===== src/rtl/pshift_pwm_pkg.sv =====
package pshift_pwm_pkg;

    typedef enum logic {
        DIR_POS = 1'b0,
        DIR_NEG = 1'b1
    } cur_dir_e;

    function automatic int unsigned clamp_cells(int unsigned raw, int unsigned max_c);
        if (raw == 0)
            return 1;
        else if (raw > max_c)
            return max_c;
        else
            return raw;
    endfunction

    function automatic int unsigned clamp_duty(int unsigned raw, int unsigned period);
        if (raw < period / 2)
            return period / 2;
        else if (raw > period)
            return period;
        else
            return raw;
    endfunction

    function automatic int unsigned cell_lag(int unsigned period, int unsigned k, int unsigned n);
        return (period * k) / n;
    endfunction

    function automatic int unsigned cell_start(int unsigned period, int unsigned k, int unsigned n);
        return (period - cell_lag(period, k, n)) % period;
    endfunction

endpackage


===== src/rtl/pwm_seq_ctrl.sv =====
module pwm_seq_ctrl
    import pshift_pwm_pkg::*;
#(
    parameter int MAX_CELLS = 4,
    parameter int NW        = 3
) (
    input  logic                 clk_i,
    input  logic                 rst_i,
    input  logic                 en_i,
    input  logic [NW-1:0]        cells_i,
    output logic                 run_o,
    output logic                 restart_o,
    output logic [NW-1:0]        cells_now_o,
    output logic [MAX_CELLS-1:0] active_o
);

    logic          run_q;
    logic [NW-1:0] n_q;

    assign cells_now_o = NW'(clamp_cells(int'(cells_i), MAX_CELLS));
    assign restart_o   = en_i & ~rst_i & (~run_q | (cells_now_o != n_q));
    assign run_o       = run_q;

    always_ff @(posedge clk_i) begin
        if (rst_i) begin
            run_q <= 1'b0;
            n_q   <= NW'(1);
        end else if (!en_i) begin
            run_q <= 1'b0;
        end else begin
            run_q <= 1'b1;
            if (restart_o)
                n_q <= cells_now_o;
        end
    end

    for (genvar k = 0; k < MAX_CELLS; k++) begin : g_act
        assign active_o[k] = (NW'(k) < n_q);
    end

    AST_COUNT_RANGE: assert property (@(posedge clk_i) disable iff (rst_i)
        run_q |-> (n_q >= NW'(1) && n_q <= NW'(MAX_CELLS)));

endmodule


===== src/rtl/pwm_phase_table.sv =====
module pwm_phase_table
    import pshift_pwm_pkg::*;
#(
    parameter int PERIOD    = 5000,
    parameter int MAX_CELLS = 4,
    parameter int NW        = 3,
    parameter int CW        = 13
) (
    input  logic [NW-1:0] cells_i,
    output logic [CW-1:0] start_o [MAX_CELLS]
);

    for (genvar k = 0; k < MAX_CELLS; k++) begin : g_cell
        always_comb begin
            start_o[k] = '0;
            for (int n = 1; n <= MAX_CELLS; n++) begin
                if (cells_i == NW'(n))
                    start_o[k] = CW'(cell_start(PERIOD, k, n));
            end
        end
    end

endmodule


===== src/rtl/pwm_cell.sv =====
module pwm_cell
    import pshift_pwm_pkg::*;
#(
    parameter int PERIOD = 5000,
    parameter int CW     = 13,
    parameter int DW     = 13
) (
    input  logic          clk_i,
    input  logic          rst_i,
    input  logic          restart_i,
    input  logic          running_i,
    input  logic          active_i,
    input  logic [CW-1:0] start_i,
    input  logic [DW-1:0] duty_i,
    input  cur_dir_e      dir_i,
    output logic          gate_p_o,
    output logic          gate_n_o
);

    localparam logic [CW-1:0] LAST = CW'(PERIOD - 1);

    typedef struct packed {
        logic [DW-1:0] duty;
        cur_dir_e      dir;
    } shadow_t;

    logic [CW-1:0] cnt_q;
    shadow_t       sh_q;
    shadow_t       sh_in;
    logic          pulse;

    assign sh_in = '{duty: duty_i, dir: dir_i};

    always_ff @(posedge clk_i) begin
        if (rst_i) begin
            cnt_q <= '0;
            sh_q  <= '{duty: '0, dir: DIR_POS};
        end else if (restart_i) begin
            cnt_q <= start_i;
            sh_q  <= sh_in;
        end else if (running_i) begin
            if (cnt_q == LAST) begin
                cnt_q <= '0;
                sh_q  <= sh_in;
            end else begin
                cnt_q <= cnt_q + CW'(1);
            end
        end
    end

    assign pulse    = running_i & active_i & (DW'(cnt_q) < sh_q.duty);
    assign gate_p_o = pulse & (sh_q.dir == DIR_POS);
    assign gate_n_o = pulse & (sh_q.dir == DIR_NEG);

    AST_CNT_RANGE: assert property (@(posedge clk_i) disable iff (rst_i)
        cnt_q <= LAST);

    AST_RESTART_LOAD: assert property (@(posedge clk_i) disable iff (rst_i)
        $past(restart_i) |-> (cnt_q == $past(start_i)));

    AST_DUTY_BOUNDS: assert property (@(posedge clk_i) disable iff (rst_i)
        running_i |-> (sh_q.duty >= DW'(PERIOD / 2) && sh_q.duty <= DW'(PERIOD)));

    AST_SHADOW_HOLD: assert property (@(posedge clk_i) disable iff (rst_i)
        (running_i && $past(running_i) && !$past(restart_i) && cnt_q != '0)
            |-> $stable(sh_q));

endmodule


===== src/rtl/pshift_pwm_gen.sv =====
module pshift_pwm_gen
    import pshift_pwm_pkg::*;
#(
    parameter int PERIOD    = 5000,
    parameter int MAX_CELLS = 4,
    parameter int DW        = $clog2(PERIOD + 1),
    parameter int NW        = $clog2(MAX_CELLS + 1)
) (
    input  logic                 clk_i,
    input  logic                 rst_i,
    input  logic                 en_i,
    input  logic [DW-1:0]        duty_i,
    input  logic                 dir_neg_i,
    input  logic [NW-1:0]        cells_i,
    output logic [MAX_CELLS-1:0] gate_p_o,
    output logic [MAX_CELLS-1:0] gate_n_o
);

    localparam int CW = $clog2(PERIOD);

    logic                 run;
    logic                 restart;
    logic [NW-1:0]        cells_now;
    logic [MAX_CELLS-1:0] active;
    logic [CW-1:0]        start_val [MAX_CELLS];
    logic [DW-1:0]        duty_c;
    cur_dir_e             dir_c;
    logic [MAX_CELLS-1:0] cell_p;
    logic [MAX_CELLS-1:0] cell_n;
    logic                 out_ok;

    assign duty_c = DW'(clamp_duty(int'(duty_i), PERIOD));
    assign dir_c  = dir_neg_i ? DIR_NEG : DIR_POS;
    assign out_ok = en_i & ~rst_i;

    pwm_seq_ctrl #(
        .MAX_CELLS(MAX_CELLS),
        .NW       (NW)
    ) u_ctrl (
        .clk_i      (clk_i),
        .rst_i      (rst_i),
        .en_i       (en_i),
        .cells_i    (cells_i),
        .run_o      (run),
        .restart_o  (restart),
        .cells_now_o(cells_now),
        .active_o   (active)
    );

    pwm_phase_table #(
        .PERIOD   (PERIOD),
        .MAX_CELLS(MAX_CELLS),
        .NW       (NW),
        .CW       (CW)
    ) u_table (
        .cells_i(cells_now),
        .start_o(start_val)
    );

    for (genvar k = 0; k < MAX_CELLS; k++) begin : g_cell
        pwm_cell #(
            .PERIOD(PERIOD),
            .CW    (CW),
            .DW    (DW)
        ) u_cell (
            .clk_i    (clk_i),
            .rst_i    (rst_i),
            .restart_i(restart),
            .running_i(run),
            .active_i (active[k]),
            .start_i  (start_val[k]),
            .duty_i   (duty_c),
            .dir_i    (dir_c),
            .gate_p_o (cell_p[k]),
            .gate_n_o (cell_n[k])
        );
        assign gate_p_o[k] = out_ok & cell_p[k];
        assign gate_n_o[k] = out_ok & cell_n[k];
    end

    AST_NO_OVERLAP: assert property (@(posedge clk_i) disable iff (rst_i)
        (gate_p_o & gate_n_o) == '0);

    AST_INACTIVE_LOW: assert property (@(posedge clk_i) disable iff (rst_i)
        ((gate_p_o | gate_n_o) & ~active) == '0);

endmodule


===== config.mk =====
export PLATFORM = sky130hd
export DESIGN_NAME = pshift_pwm_gen
export DESIGN_NICKNAME = d
export VERILOG_FILES = /design/src/rtl/pshift_pwm_pkg.sv /design/src/rtl/pwm_seq_ctrl.sv /design/src/rtl/pwm_phase_table.sv /design/src/rtl/pwm_cell.sv /design/src/rtl/pshift_pwm_gen.sv
export SDC_FILE = /design/constraint.sdc
export NUM_CORES = 1
export LEC_CHECK = 0
export BUFFER_PORTS_ARGS = -buffer_cell sky130_fd_sc_hd__clkbuf_2
export CORE_MARGIN = 1.5
export CORE_UTILIZATION = 60
export CTS_CLUSTER_SIZE = 20
export DETAILED_ROUTE_END_ITERATION = 10
export PLACE_DENSITY = 0.78
export SLEW_MARGIN = 20
export SYNTH_ARGS = -nofsm -noshare
export SYNTH_HDL_FRONTEND = slang
export SYNTH_SLANG_ARGS = --single-unit

===== constraint.sdc =====
create_clock -name clk_i -period 3.5 [get_ports clk_i]
set_clock_uncertainty 0.1 [all_clocks]
set_input_delay 0.525 -clock clk_i [delete_from_list [all_inputs] [get_ports clk_i]]
set_output_delay 0.525 -clock clk_i [all_outputs]
set_load 0.01 [all_outputs]

## Word level (Yosys, flattened, before mapping)

Cells that the tools add are included.

| operators by class | value |
|---|---|
| $add $sub $neg | 4 |
| magnitude comparators | 11 |
| eq/ne operators | 9 |
| mux-type cells | 38 |
| bitwise operators | 33 |
| reduce and logical (&&, ||, !) cells | 12 |

Operators with widths:

| cell | number |
|---|---|
| $mux 13 | 18 |
| $mux 14 | 12 |
| $add 13x1->13 const B | 4 |
| $eq 13x13->1 const B | 4 |
| $lt 13x13->1 | 4 |
| $mux 12 | 4 |
| $and 1x1->1 | 26 |
| $gt 13x13->1 const B | 1 |
| $lt 13x12->1 const B | 1 |
| $reduce_and 2->1 | 5 |
| $reduce_bool 2->1 | 5 |
| $eq 3x2->1 const B | 2 |
| $lt 1x3->1 const A | 2 |
| $lt 2x3->1 const A | 2 |
| $mux 3 | 2 |
| $not 1->1 | 6 |
| $eq 3x1->1 const B | 1 |
| $eq 3x3->1 const B | 1 |
| $gt 3x3->1 const B | 1 |
| $logic_not 3->1 | 1 |
| $ne 3x3->1 | 1 |
| $mux 1 | 2 |
| $reduce_or 2->1 | 1 |
| $or 1x1->1 | 1 |

| word-level totals | value |
|---|---|
| bits in registers | 112 |
| bits of input ports | 20 |
| output and inout port bits | 8 |
| word-level logic and storage cells | 121 |

## Depth between registers and ports, before layout

Gate-level depths: netlist (run 1).

| depth | value |
|---|---|
| depth in word-level cells | 9 |
| depth in mapped cells | 9 |
| gate-level depth less buffers | 8 |

## Modules after synthesis

Synthesis (run 1) repeated with hierarchy kept, for this count alone.

| second synthesis, totals | value |
|---|---|
| cell total of the unflattened synthesis | 947 |
| area, all modules | 7201.9 µm² |

Modules (own cells, without submodules):

| module | times used | cells each | area an instance (µm²) | sequential area each (µm²) |
|---|---|---|---|---|
| pwm_cell | 4 | 205 | 1574.0 | 540.5 |
| pwm_phase_table | 1 | 62 | 425.4 | 0.0 |
| pshift_pwm_gen | 1 | 38 | 244.0 | 0.0 |
| pwm_seq_ctrl | 1 | 27 | 236.5 | 80.1 |

## Least setup slack after synthesis (run 1)

OpenSTA, ideal clock, no wires.

| path | value |
|---|---|
| kind | reg2out |
| from | register g_cell[3].u_cell.sh_q[9] (netlist name) |
| to | output gate_n_o[3] |
| arrival | 1676 ps |
| required time | 2875 ps |
| setup slack | 1199 ps |
| cell stages (with the launch flop) | 8 |
| buffers on the path | 0 |
| cells stage by stage | dfxtp_1 > inv_1 > ha_1 > and4_1 > a211o_1 > a21oi_1 > a31oi_1 > nor3b_1 |

| between the ends | value |
|---|---|
| longest elaborated chain between the ends | 4 |

Ends and longest elaborated chain:

| item | line | source |
|---|---|---|
| start: declaration | pwm_cell.sv:28 | `shadow_t sh_q;` |
| start signal: assignment | pwm_cell.sv:37 | `sh_q <= '{duty: '0, dir: DIR_POS};` |
| start signal: assignment | pwm_cell.sv:40 | `sh_q <= sh_in;` |
| start signal: assignment | pwm_cell.sv:44 | `sh_q <= sh_in;` |
| $lt 13x13->1 | pwm_cell.sv:51 | `assign pulse = running_i & active_i & (DW'(cnt_q) < sh_q.duty);` |
| $and 1x1->1 | pwm_cell.sv:51 |  |
| $and 1x1->1 | pwm_cell.sv:53 | `assign gate_n_o = pulse & (sh_q.dir == DIR_NEG);` |
| $and 1x1->1 | pshift_pwm_gen.sv:78 | `assign gate_n_o[k] = out_ok & cell_n[k];` |
| end: declaration | pshift_pwm_gen.sv:16 | `output logic [MAX_CELLS-1:0] gate_n_o` |

No other way between the ends.

## Worst setup path in the final report (run 1)

| path | value |
|---|---|
| from | register g_cell[3].u_cell.cnt_q[8] |
| to | output gate_n_o[3] |

| between the ends | value |
|---|---|
| longest elaborated chain between the ends | 4 |

Ends and longest elaborated chain:

| item | line | source |
|---|---|---|
| start: declaration | pwm_cell.sv:27 | `logic [CW-1:0] cnt_q;` |
| start signal: assignment | pwm_cell.sv:39 | `cnt_q <= start_i;` |
| start signal: assignment | pwm_cell.sv:46 | `cnt_q <= cnt_q + CW'(1);` |
| $lt 13x13->1 | pwm_cell.sv:51 |  |
| $and 1x1->1 | pwm_cell.sv:51 |  |
| $and 1x1->1 | pwm_cell.sv:53 |  |
| $and 1x1->1 | pshift_pwm_gen.sv:78 |  |

No other way between the ends.

==> results of run 1 <==
[logic make-up (layout without fill, tap and decap cells)]
logic type | Yosys count | count (layout) | share of synthesized area (%)
AO/OA/AOI/OAI | 202 | 202 | 23.2
XOR/XNOR | 24 | 24 | 3.29
adder cells (fa/ha/maj) | 52 | 52 | 10.2
buffers and inverters | 101 | 120 | 7.07
flip-flops | 112 | 112 | 35.1
multiplexers | 3 | 3 | 0.509
AND/OR/NAND/NOR | 259 | 259 | 20.6
[per-stage QoR]
stage / setup WS, ps / hold WS [ps]
finish: 556 / 306
global route: 445 / 304
CTS: 566 / 292
detailed placement: 573 / 345
global placement: 682 / 340
floorplan: 1200 / 329
[critical path: cells and delay by family, from the launching register on]
kind            cells  cell delay, ps
simple gates        2             440
compound gates      3             570
flops               1             470
buf+inv             1             160
fa+ha+maj           1             290
[worst max-delay path by stage]
stage | end | startpoint | slack [ps] | depth (start not counted)
floorplan | gate_n_o[3] | g_cell[3].u_cell.sh_q[9] | 1200 | 7
global placement | g_cell[0].u_cell.sh_q[8] | cells_i[2] | 680 | 8
detailed placement | g_cell[3].u_cell.sh_q[7] | cells_i[2] | 570 | 7
CTS | gate_n_o[3] | g_cell[3].u_cell.cnt_q[8] | 570 | 7
global route | gate_n_o[3] | g_cell[3].u_cell.cnt_q[8] | 450 | 7
finish | gate_n_o[3] | g_cell[3].u_cell.cnt_q[8] | 560 | 7
[registers in the layout (all words and copies together) (netlist names)]
name / count
g_cell.u_cell.cnt_q: 52
g_cell.u_cell.sh_q: 56
u_ctrl.n_q: 3
u_ctrl.run_o: 1
[placed cells by master, fill, tap and decap left out, drive strengths merged, types with 5 or more instances in the layout]
cell,count
o22ai,17
and3,13
o31ai,5
nand4,13
nor2b,9
xnor2,6
dfxtp,112
nor3,27
nor3b,5
a21oi,49
buf,11
a21o,15
nand2b,9
o21ai,35
and2,5
nor2,54
nand3,36
or2,6
nor4,5
xor2,18
clkbuf,38
inv,68
o2bb2ai,12
a22o,7
ha,52
nand2,61
a31oi,8
a211oi,18
[cell usage after synthesis, types with 8 or more instances]
library cell	count
a31oi_1	8
o22ai_1	17
o2bb2ai_2	10
clkbuf_1	14
nor3_1	26
nand3_1	36
a21oi_1	47
nor2b_1	9
buf_2	10
nor2_1	53
nand2_1	60
xor2_1	18
and3_1	13
dfxtp_1	112
a211oi_1	17
o21ai_0	26
inv_1	65
nand2b_1	9
a21o_1	15
nand4_1	13
ha_1	52
[where the power goes]
part           switching (µW)  internal, µW
Clock                     461           266
Sequential               60.2          1330
Combinational             259           164
Total                     780          1760
[routing by layer]
metal	vias up	share of wire (%)
met3	38	8.7
li1	2735	-
met5	-	0
met4	0	2.4
met2	252	46
met1	2688	43
[layout make-up]
cell class                 count  share of cell area [%]
clock buffer                  11                    1.94
clock inverter                 5                   0.611
inverter                      66                    3.67
timing repair buffer          38                    3.22
multi-input combinational    540                    54.9
tap                          136                    2.52
sequential                   112                    33.2
==> out/qor.txt, run 1 <==
critical path type -> reg2out
top-area cell type share of the netlist area -> 35.1%
Avg Cell Area, Syn -> 8.48 µm²
GR Layer Usage met3 -> 5.15%
M1 GR Usage -> 42.2%
gr ovfl total -> 0
share of layout cells above drive strength 1 -> 11.3%
Main synth FF type -> dfxtp_1
RSZ-0062 raised after global routing -> false
mapped cell area -> 0.00639 mm²
Die W -> 106 µm
Pwr Density -> 376 mW/mm²
initial core utilization -> 61.9%
boundary pin count -> 28
diodes inserted -> 0
Max stage delay on crit path -> 470 ps
I/O Buffers -> 27
Pins Over Slew Limit -> 0
Req. time, crit path -> 2870 ps
Synth Instances -> 753
FF-to-FF Start -> u_ctrl.n_q[2]
first-pass GRT wire length -> 27400 µm
vias in the first global route -> 5386
Fin Setup TNS -> 0 ps
Final period util -> 84.1%
setup bufs post-CTS -> 0
std cell rows -> 37
met2 Resource Use GR -> 49.0%
final WL -> 17000 µm
final core utilization -> 65.5%
Die Y-Extent -> 106 µm
Area contributors post-synth -> dfxtp_1, ha_1, inv_1, a21oi_1, nand2_1
Post-CTS Hold Buffers -> 0
Least-Margin Pin Slew -> 779 ps
Post-synth EDFFs -> 0
routed vias/inst -> 6.29
Yosys cell types -> 75
hold endpoint -> g_cell[2].u_cell.sh_q[2]
maximum vdd drop -> 0.221 mV
worst skew pair latency -> 390 ps
Non-Filler Instances -> 908
drt initial violations -> 398
run status -> complete, no violations
register-to-register setup slack -> 860 ps
CP endpoint kind -> output pin
Yosys top cell by area -> dfxtp_1
GRT Util Overall -> 31.0%
Placed Instances -> 892
worst reg2reg path endpoint -> g_cell[3].u_cell.sh_q[10]
Design Area, Final -> 0.00676 mm²
Avg WL per Cell -> 18.7 µm
P&R area growth vs syn -> 5.80%
WP data arrival -> 2320 ps
gr busiest metal -> met2
Pwr Total -> 2540 µW
Detailed Routing Iterations Pass 1 -> 5
Startpoint Class -> register
Crit Path Max Fanout -> 5
H-tree levels -> 3
area of the multi-input gates -> 0.00371 mm²
Core Region -> 0.0103 mm²
reg2reg path depth -> 6
Sink Count -> 112
syn_nets -> 825
worst-path cell chain -> ha_1 -> and4_1 -> a211o_1 -> a21oi_1 -> a31oi_1 -> nor3b_1 -> clkbuf_2
register area share after synthesis -> 35.1%
Hold Path Stages -> 3
Async S/R FF share, synth -> 0%
flip-flop and latch count after synthesis -> 112
fin crit period -> 2940 ps
CTS tree -> done
post_cts resized -> 0
FILL cells -> 857
CTS buffer count -> 9
leakage -> 0.00256 µW
Worst-path clk slew -> 110 ps
Hold Crit Class -> in2reg
Register Area -> 0.00224 mm²
Final Setup Violations -> 0
drt drc -> 0
DR vias -> 5713
root buf cell -> clkbuf_8
GPL Wtd Cong -> 0.876
hold_sp -> duty_i[1]
slowest cell on the critical path -> dfxtp_1
Syn. warnings -> 0
CTS max path bufs -> 2
Slew Limit Headroom -> 47.6%
MaxCap Viol Count -> 0
die area -> 0.0113 mm²
largest net degree at the start of global routing -> 65
antenna violations before repair -> 0
DRT antenna net count -> 0
fmax -> 340 MHz
# nets final -> 839
HPWL after DPL -> 12300 µm
Placement Cell Area -> 0.00659 mm²
final hold viol count -> 0
(Power assumes the default switching activity.)
==> run 2, diff against run 1 <==
--- a/config.mk
+++ b/config.mk
@@ -7,10 +7,10 @@
 export LEC_CHECK = 0
 export BUFFER_PORTS_ARGS = -buffer_cell sky130_fd_sc_hd__clkbuf_2
 export CORE_MARGIN = 1.5
-export CORE_UTILIZATION = 60
+export CORE_UTILIZATION = 56
 export CTS_CLUSTER_SIZE = 20
 export DETAILED_ROUTE_END_ITERATION = 10
-export PLACE_DENSITY = 0.78
+export PLACE_DENSITY = 0.76
 export SLEW_MARGIN = 20
 export SYNTH_ARGS = -nofsm -noshare
 export SYNTH_HDL_FRONTEND = slang
==> constraint.sdc (replaced) <==
create_clock -name clk_i -period 2.55 [get_ports clk_i]
set_clock_uncertainty 0.1 [all_clocks]
set_input_delay 0.3825 -clock clk_i [delete_from_list [all_inputs] [get_ports clk_i]]
set_output_delay 0.3825 -clock clk_i [all_outputs]
set_load 0.01 [all_outputs]
==> run 2 against run 1 <==
Against the previous run:
- the flow now finishes with violations (setup timing)
- flip-flop and latch count did not move
- non-clock buffer count rose by 27
- highest routed layer unchanged
- combinational power rose by 57%
- via count rose by 1.6%
- register-to-register slack got worse by 720 ps
==> out/qor.txt, run 2 (synthesis gave the netlist of run 1 again) <==
std cell rows -> 38 (+2.7%)
Detailed Routing Iterations Pass 1 -> 5 (unchanged)
share of layout cells above drive strength 1 -> 19.1% (+7.9 points)
CTS max path bufs -> 2 (unchanged)
HPWL after DPL -> 12600 µm (+3.0%)
FF-to-FF Start -> u_ctrl.n_q[1]
Final period util -> 100%
max reg flops -> 56 (unchanged)
CTS buffer count -> 9 (unchanged)
setup ws final -> -3.21 ps (-559 ps)
run status -> complete, but fails checks
drt initial violations -> 580 (+46%)
worst skew pair latency -> 360 ps (-30 ps)
slowest cell on the critical path -> dfxtp_2
Startpoint Class -> register
Avg WL per Cell -> 18.7 µm (-0.25%)
Worst-path clk slew -> 70 ps (-40 ps)
P&R area growth vs syn -> 13.6%
Pins Over Slew Limit -> 0 (unchanged)
# nets final -> 866 (+3.2%)
boundary pin count -> 28 (unchanged)
hold endpoint -> g_cell[2].u_cell.sh_q[2]
initial core utilization -> 58.2% (-3.7 points)
reg2reg path depth -> 6 (unchanged)
Core Region -> 0.0110 mm² (+6.4%)
GRT Util Overall -> 30.5% (-0.52 points)
diodes inserted -> 0 (unchanged)
Sw Share -> 29.1% (-1.6 points)
sw power -> 1140 µW (+46%)
leakage -> 0.00277 µW (+8.5%)
DR vias -> 5804 (+1.6%)
DRT antenna net count -> 0 (unchanged)
internal power -> 2770 µW (+58%)
Non-Filler Instances -> 939 (+3.4%)
final WL -> 17600 µm (+3.2%)
MaxCap Viol Count -> 0 (unchanged)
routed vias/inst -> 6.18 (-1.8%)
Slew Limit Headroom -> 45.9% (-1.6 points)
Req. time, crit path -> 2070 ps (-800 ps)
maximum vdd drop -> 0.431 mV (+95%)
Placed Instances -> 915 (+2.6%)
largest net degree at the start of global routing -> 65 (unchanged)
Hold Path Stages -> 3 (unchanged)
Sink Count -> 112 (unchanged)
fin crit period -> 2550 ps
Combinational Power Share -> 17.0% (+0.3 points)
first-pass GRT wire length -> 27800 µm (+1.6%)
part of the power in registers -> 48.7% (-6.0 points)
Hold Crit Class -> in2reg
Die Y-Extent -> 110 µm (+3.4%)
most common cell after layout, fill and taps aside -> dfxtp_1
GPL Wtd Cong -> 0.912 (+4.2%)
Crit Path Max Fanout -> 2 (-3)
clock share of power -> 34.3% (+5.6 points)
antenna violations before repair -> 0 (unchanged)
Least-Margin Pin Slew -> 809 ps (+30.3 ps)
WP data arrival -> 2070 ps (-250 ps)
die area -> 0.0121 mm² (+6.9%)
root buf cell -> clkbuf_16
H-tree levels -> 3 (unchanged)
Fin Setup TNS -> -5.68 ps (-5.68 ps)
failing checks -> setup timing
worst reg2reg path endpoint -> g_cell[2].u_cell.cnt_q[10]
Die W -> 110 µm (+3.4%)
critical path type -> reg2out
Worst Path Buf+Inv -> 2 (+1)
gr ovfl total -> 0 (unchanged)
top flop regs -> g_cell.u_cell.sh_q x56, g_cell.u_cell.cnt_q x52, u_ctrl.n_q x3
Pwr Density -> 539 mW/mm² (+44%)
RSZ-0062 raised after global routing -> true
worst-path cell chain -> inv_2 -> ha_4 -> and4_1 -> a211o_1 -> a21oi_2 -> a31oi_2 -> nor3_2 -> buf_2
vias in the first global route -> 5494 (+2.0%)
hold_sp -> duty_i[1]
I/O Buffers -> 27 (unchanged)
CTS tree -> done
Post-CTS Hold Buffers -> 0 (unchanged)
CP endpoint kind -> output pin
dpl ws -> 41.0 ps (-532 ps)
Pwr Total -> 3910 µW (+54%)
most frequent cells in the layout -> dfxtp_1, inv_1, nand2_1
cell family with the largest share of critical-path delay -> compound AO/OA/AOI/OAI gates
Final Setup Violations -> 2 (+2)
drt drc -> 0 (unchanged)
Max stage delay on crit path -> 350 ps (-120 ps)
final hold viol count -> 0 (unchanged)
fmax -> 392 MHz
register-to-register setup slack -> 140 ps (-720 ps)
Reg with most FFs -> g_cell.u_cell.sh_q
==> run 2: worst max-delay path by stage <==
| stage | from | to | cells past startpoint |
|---|---|---|---|
| CTS | g_cell[1].u_cell.sh_q[2] | gate_p_o[1] | 8 |
| detailed placement | cells_i[0] | g_cell[2].u_cell.cnt_q[0] | 7 |
| floorplan | g_cell[3].u_cell.sh_q[9] | gate_n_o[3] | 7 |
| global route | g_cell[3].u_cell.sh_q[6] | gate_p_o[3] | 8 |
| finish | g_cell[3].u_cell.sh_q[6] | gate_p_o[3] | 8 |
| global placement | cells_i[0] | g_cell[2].u_cell.cnt_q[0] | 7 |
==> run 2: timing repair <==
action / in CTS / in global routing
endpoints found under the setup margin: 6 / 38
setup buffers: 6 / 2
pin swaps: 12 / 17
gates resized for setup: 20 / 32
cloned: 0 / 0
==> run 2: routing by layer <==
layer | track usage (%) | part of all wire (%) | vias to the layer above
met2 | 48.7 | 45 | 241
met5 | 0 | 0 | -
li1 | - | - | 2808
met1 | 40.4 | 45 | 2716
met4 | 13.6 | 3.1 | 0
met3 | 5.04 | 7.0 | 39
==> run 2: power by group through the flow <==
stage / Clock, µW / Combinational [µW] / Sequential [µW]
CTS: 1360 / 631 / 1900
detailed placement: 0 / 607 / 1940
finish: 1340 / 666 / 1900
global placement: 0 / 581 / 1930
global route: 1420 / 730 / 1910
floorplan: 0 / 422 / 1910
==> run 2: area by class of cell <==
type / instances / area (µm²)
Sequential cell: 112 / 2270
Clock inverter: 5 / 41.3
Clock buffer: 11 / 233
Timing Repair Buffer: 65 / 445
Tap cell: 140 / 175
Fill cell: 882 / 3730
Multi-Input combinational cell: 540 / 3840
Inverter: 66 / 248
==> run 2: stage by stage <==
| step | utilization [%] | hold WS (ps) | area (µm²) |
|---|---|---|---|
| 2_1_floorplan | - | 329 | 6390 |
| 3_3_place_gp | 61.5 | 345 | 6760 |
| 3_5_place_dp | 61.5 | 350 | 6760 |
| 4_1_cts | 65.0 | 231 | 7140 |
| 5_1_grt | 66.1 | 262 | 7250 |
| 6_report | 66.1 | 239 | 7250 |
==> run 2: worst register-to-register path: stages (launching register included) <==
cell and delay (ps):
dfxtp_1 390, nor4_2 350, a311oi_2 130, or4_1 640, and2b_1 310, a211oi_1 260, nor4_1 90
==> run 3, diff against run 2 <==
--- a/config.mk
+++ b/config.mk
@@ -10,7 +10,7 @@
 export CORE_UTILIZATION = 56
 export CTS_CLUSTER_SIZE = 20
 export DETAILED_ROUTE_END_ITERATION = 10
-export PLACE_DENSITY = 0.76
+export PLACE_DENSITY = 0.83
 export SLEW_MARGIN = 20
 export SYNTH_ARGS = -nofsm -noshare
 export SYNTH_HDL_FRONTEND = slang
==> run 3 against run 2 <==
Against the previous run:
- first-iteration DRC count is 25% higher
- cell area grew 1.3%
- setup slack got worse by 14 ps
- the flow still finishes with violations (setup timing)
- wire length rose by 4.6%
- clock power grew 7%
- largest power group unchanged
- non-clock buffer count shrank 5
- largest cell class unchanged
==> out/qor.txt, run 3 (synthesis gave the netlist of run 1 again) <==
run status -> complete, but fails checks
failing checks -> setup timing
Sink Count -> 112 (unchanged)
DRT antenna net count -> 0 (unchanged)
final WL -> 18400 µm (+4.6%)
initial core utilization -> 58.2% (unchanged)
critical path type -> reg2out
final hold viol count -> 0 (unchanged)
Worst-path clk slew -> 70 ps (about the same)
# nets final -> 861 (-0.58%)
diodes inserted -> 0 (unchanged)
Pwr Total -> 4050 µW (+3.5%)
first-pass GRT wire length -> 28800 µm (+3.6%)
Final Setup Violations -> 1 (-1)
fin crit period -> 2570 ps (+14.4 ps)
die area -> 0.0121 mm² (unchanged)
antenna violations before repair -> 0 (unchanged)
largest net degree at the start of global routing -> 65 (unchanged)
drt initial violations -> 726 (+25%)
Pins Over Slew Limit -> 0 (unchanged)
Post-CTS Hold Buffers -> 0 (unchanged)
RSZ-0062 raised after global routing -> true
vias in the first global route -> 5767 (+5.0%)
Pwr Density -> 551 mW/mm² (+2.2%)
MaxCap Viol Count -> 0 (unchanged)
share of layout cells above drive strength 1 -> 20.9% (+1.8 points)
top flop regs -> g_cell.u_cell.sh_q x56, g_cell.u_cell.cnt_q x52, u_ctrl.n_q x3
Die Y-Extent -> 110 µm (unchanged)
GRT Util Overall -> 31.5% (+0.98 points)
root buf cell -> clkbuf_16
H-tree levels -> 3 (unchanged)
most common cell after layout, fill and taps aside -> dfxtp_1
setup ws final -> -17.6 ps (-14.4 ps)
GPL Wtd Cong -> 0.939 (+3.0%)
routed vias/inst -> 6.43 (+4.0%)
register-to-register setup slack -> 120 ps (-20 ps)
P&R area growth vs syn -> 15.1%
Detailed Routing Iterations Pass 1 -> 5 (unchanged)
Hold Path Stages -> 3 (unchanged)
worst reg2reg path endpoint -> g_cell[2].u_cell.cnt_q[5]
FF-to-FF Start -> u_ctrl.n_q[2]
hold_sp -> duty_i[4]
Hold Crit Class -> in2reg
Slew Limit Headroom -> 51.9% (+6.0 points)
CTS max path bufs -> 2 (unchanged)
Reg with most FFs -> g_cell.u_cell.sh_q
CTS tree -> done
boundary pin count -> 28 (unchanged)
hold endpoint -> g_cell[2].u_cell.sh_q[5]
Least-Margin Pin Slew -> 722 ps (-87.7 ps)
max reg flops -> 56 (unchanged)
fmax -> 389 MHz (-0.56%)
HPWL after DPL -> 12800 µm (+1.5%)
I/O Buffers -> 27 (unchanged)
maximum vdd drop -> 0.491 mV (+14%)
Final period util -> 101% (+0.56 points)
Req. time, crit path -> 2070 ps (about the same)
Avg WL per Cell -> 19.7 µm (+5.1%)
leakage -> 0.00277 µW (-0.17%)
Core Region -> 0.0110 mm² (unchanged)
Die W -> 110 µm (unchanged)
gr ovfl total -> 0 (unchanged)
most frequent cells in the layout -> dfxtp_1, inv_1, nand2_1
CP endpoint kind -> output pin
CTS buffer count -> 9 (unchanged)
reg2reg path depth -> 7 (+1)
Startpoint Class -> register
DR vias -> 6003 (+3.4%)
drt drc -> 0 (unchanged)
Crit Path Max Fanout -> 5 (+3)
final core utilization -> 66.9% (+0.87 points)
std cell rows -> 38 (unchanged)
WP data arrival -> 2090 ps (+20 ps)
worst skew pair latency -> 360 ps (about the same)
## run 3: timing repair
action | in CTS | in global routing
endpoints found under the hold margin | 0 | 0
buffers inserted | 2 | 5
pin swaps | 13 | 16
endpoints found under the setup margin | 8 | 10
resized for setup | 23 | 52
gates cloned | 0 | 0
## run 3: cell type report
cell class / count / area [µm²]
clock buffer: 10 / 229
timing repair buffer: 60 / 395
multi-input combinational: 540 / 3950
tap: 140 / 175
clock inverter: 6 / 67.6
inverter: 66 / 248
fill: 864 / 3630
sequential: 112 / 2280
## run 3: critical path, stage by stage (launching register included)
cell and delay, ps:
dfxtp_4 380, ha_4 240, and4_1 180, a211o_1 300
a21oi_2 130, a31oi_2 120, nor3b_1 210, clkbuf_2 160
## run 3: worst max-delay path by stage
| stage | slack (ps) | startpoint | depth (start not counted) | to |
|---|---|---|---|---|
| floorplan | 390 | g_cell[3].u_cell.sh_q[9] | 7 | gate_n_o[3] |
| global placement | 160 | cells_i[1] | 7 | g_cell[2].u_cell.cnt_q[10] |
| detailed placement | 50 | cells_i[0] | 9 | g_cell[0].u_cell.sh_q[9] |
| CTS | 0.2 | g_cell[1].u_cell.sh_q[2] | 8 | gate_p_o[1] |
| global route | -130 | g_cell[3].u_cell.sh_q[2] | 8 | gate_p_o[3] |
| finish | -20 | g_cell[3].u_cell.cnt_q[8] | 7 | gate_n_o[3] |
## run 3: routing by layer
metal  global-route usage (%)  share of wire (%)  vias up
li1                         -                  -     2787
met2                     52.4                 48      324
met4                     12.8                3.2        0
met5                        0                  0        -
met3                     8.18                9.8       65
met1                     38.6                 39     2827
## run 3: metrics by stage
step                      instance area (µm²)  setup slack (ps)  cells  TNS [ps]  hold WS [ps]
after floorplan                          6390               392    753         0           329
after global placement                   6720               156    911         0           350
after detailed placement                 6720              45.9    911         0           357
after CTS                                7090             0.225    929         0           199
after global routing                     7350              -132    934      -423           211
final                                    7350             -17.6    934     -17.6           205
## run 3: where the power goes
part	switching [µW]	internal (µW)
registers	86.6	1820
logic	411	284
clock network	675	768
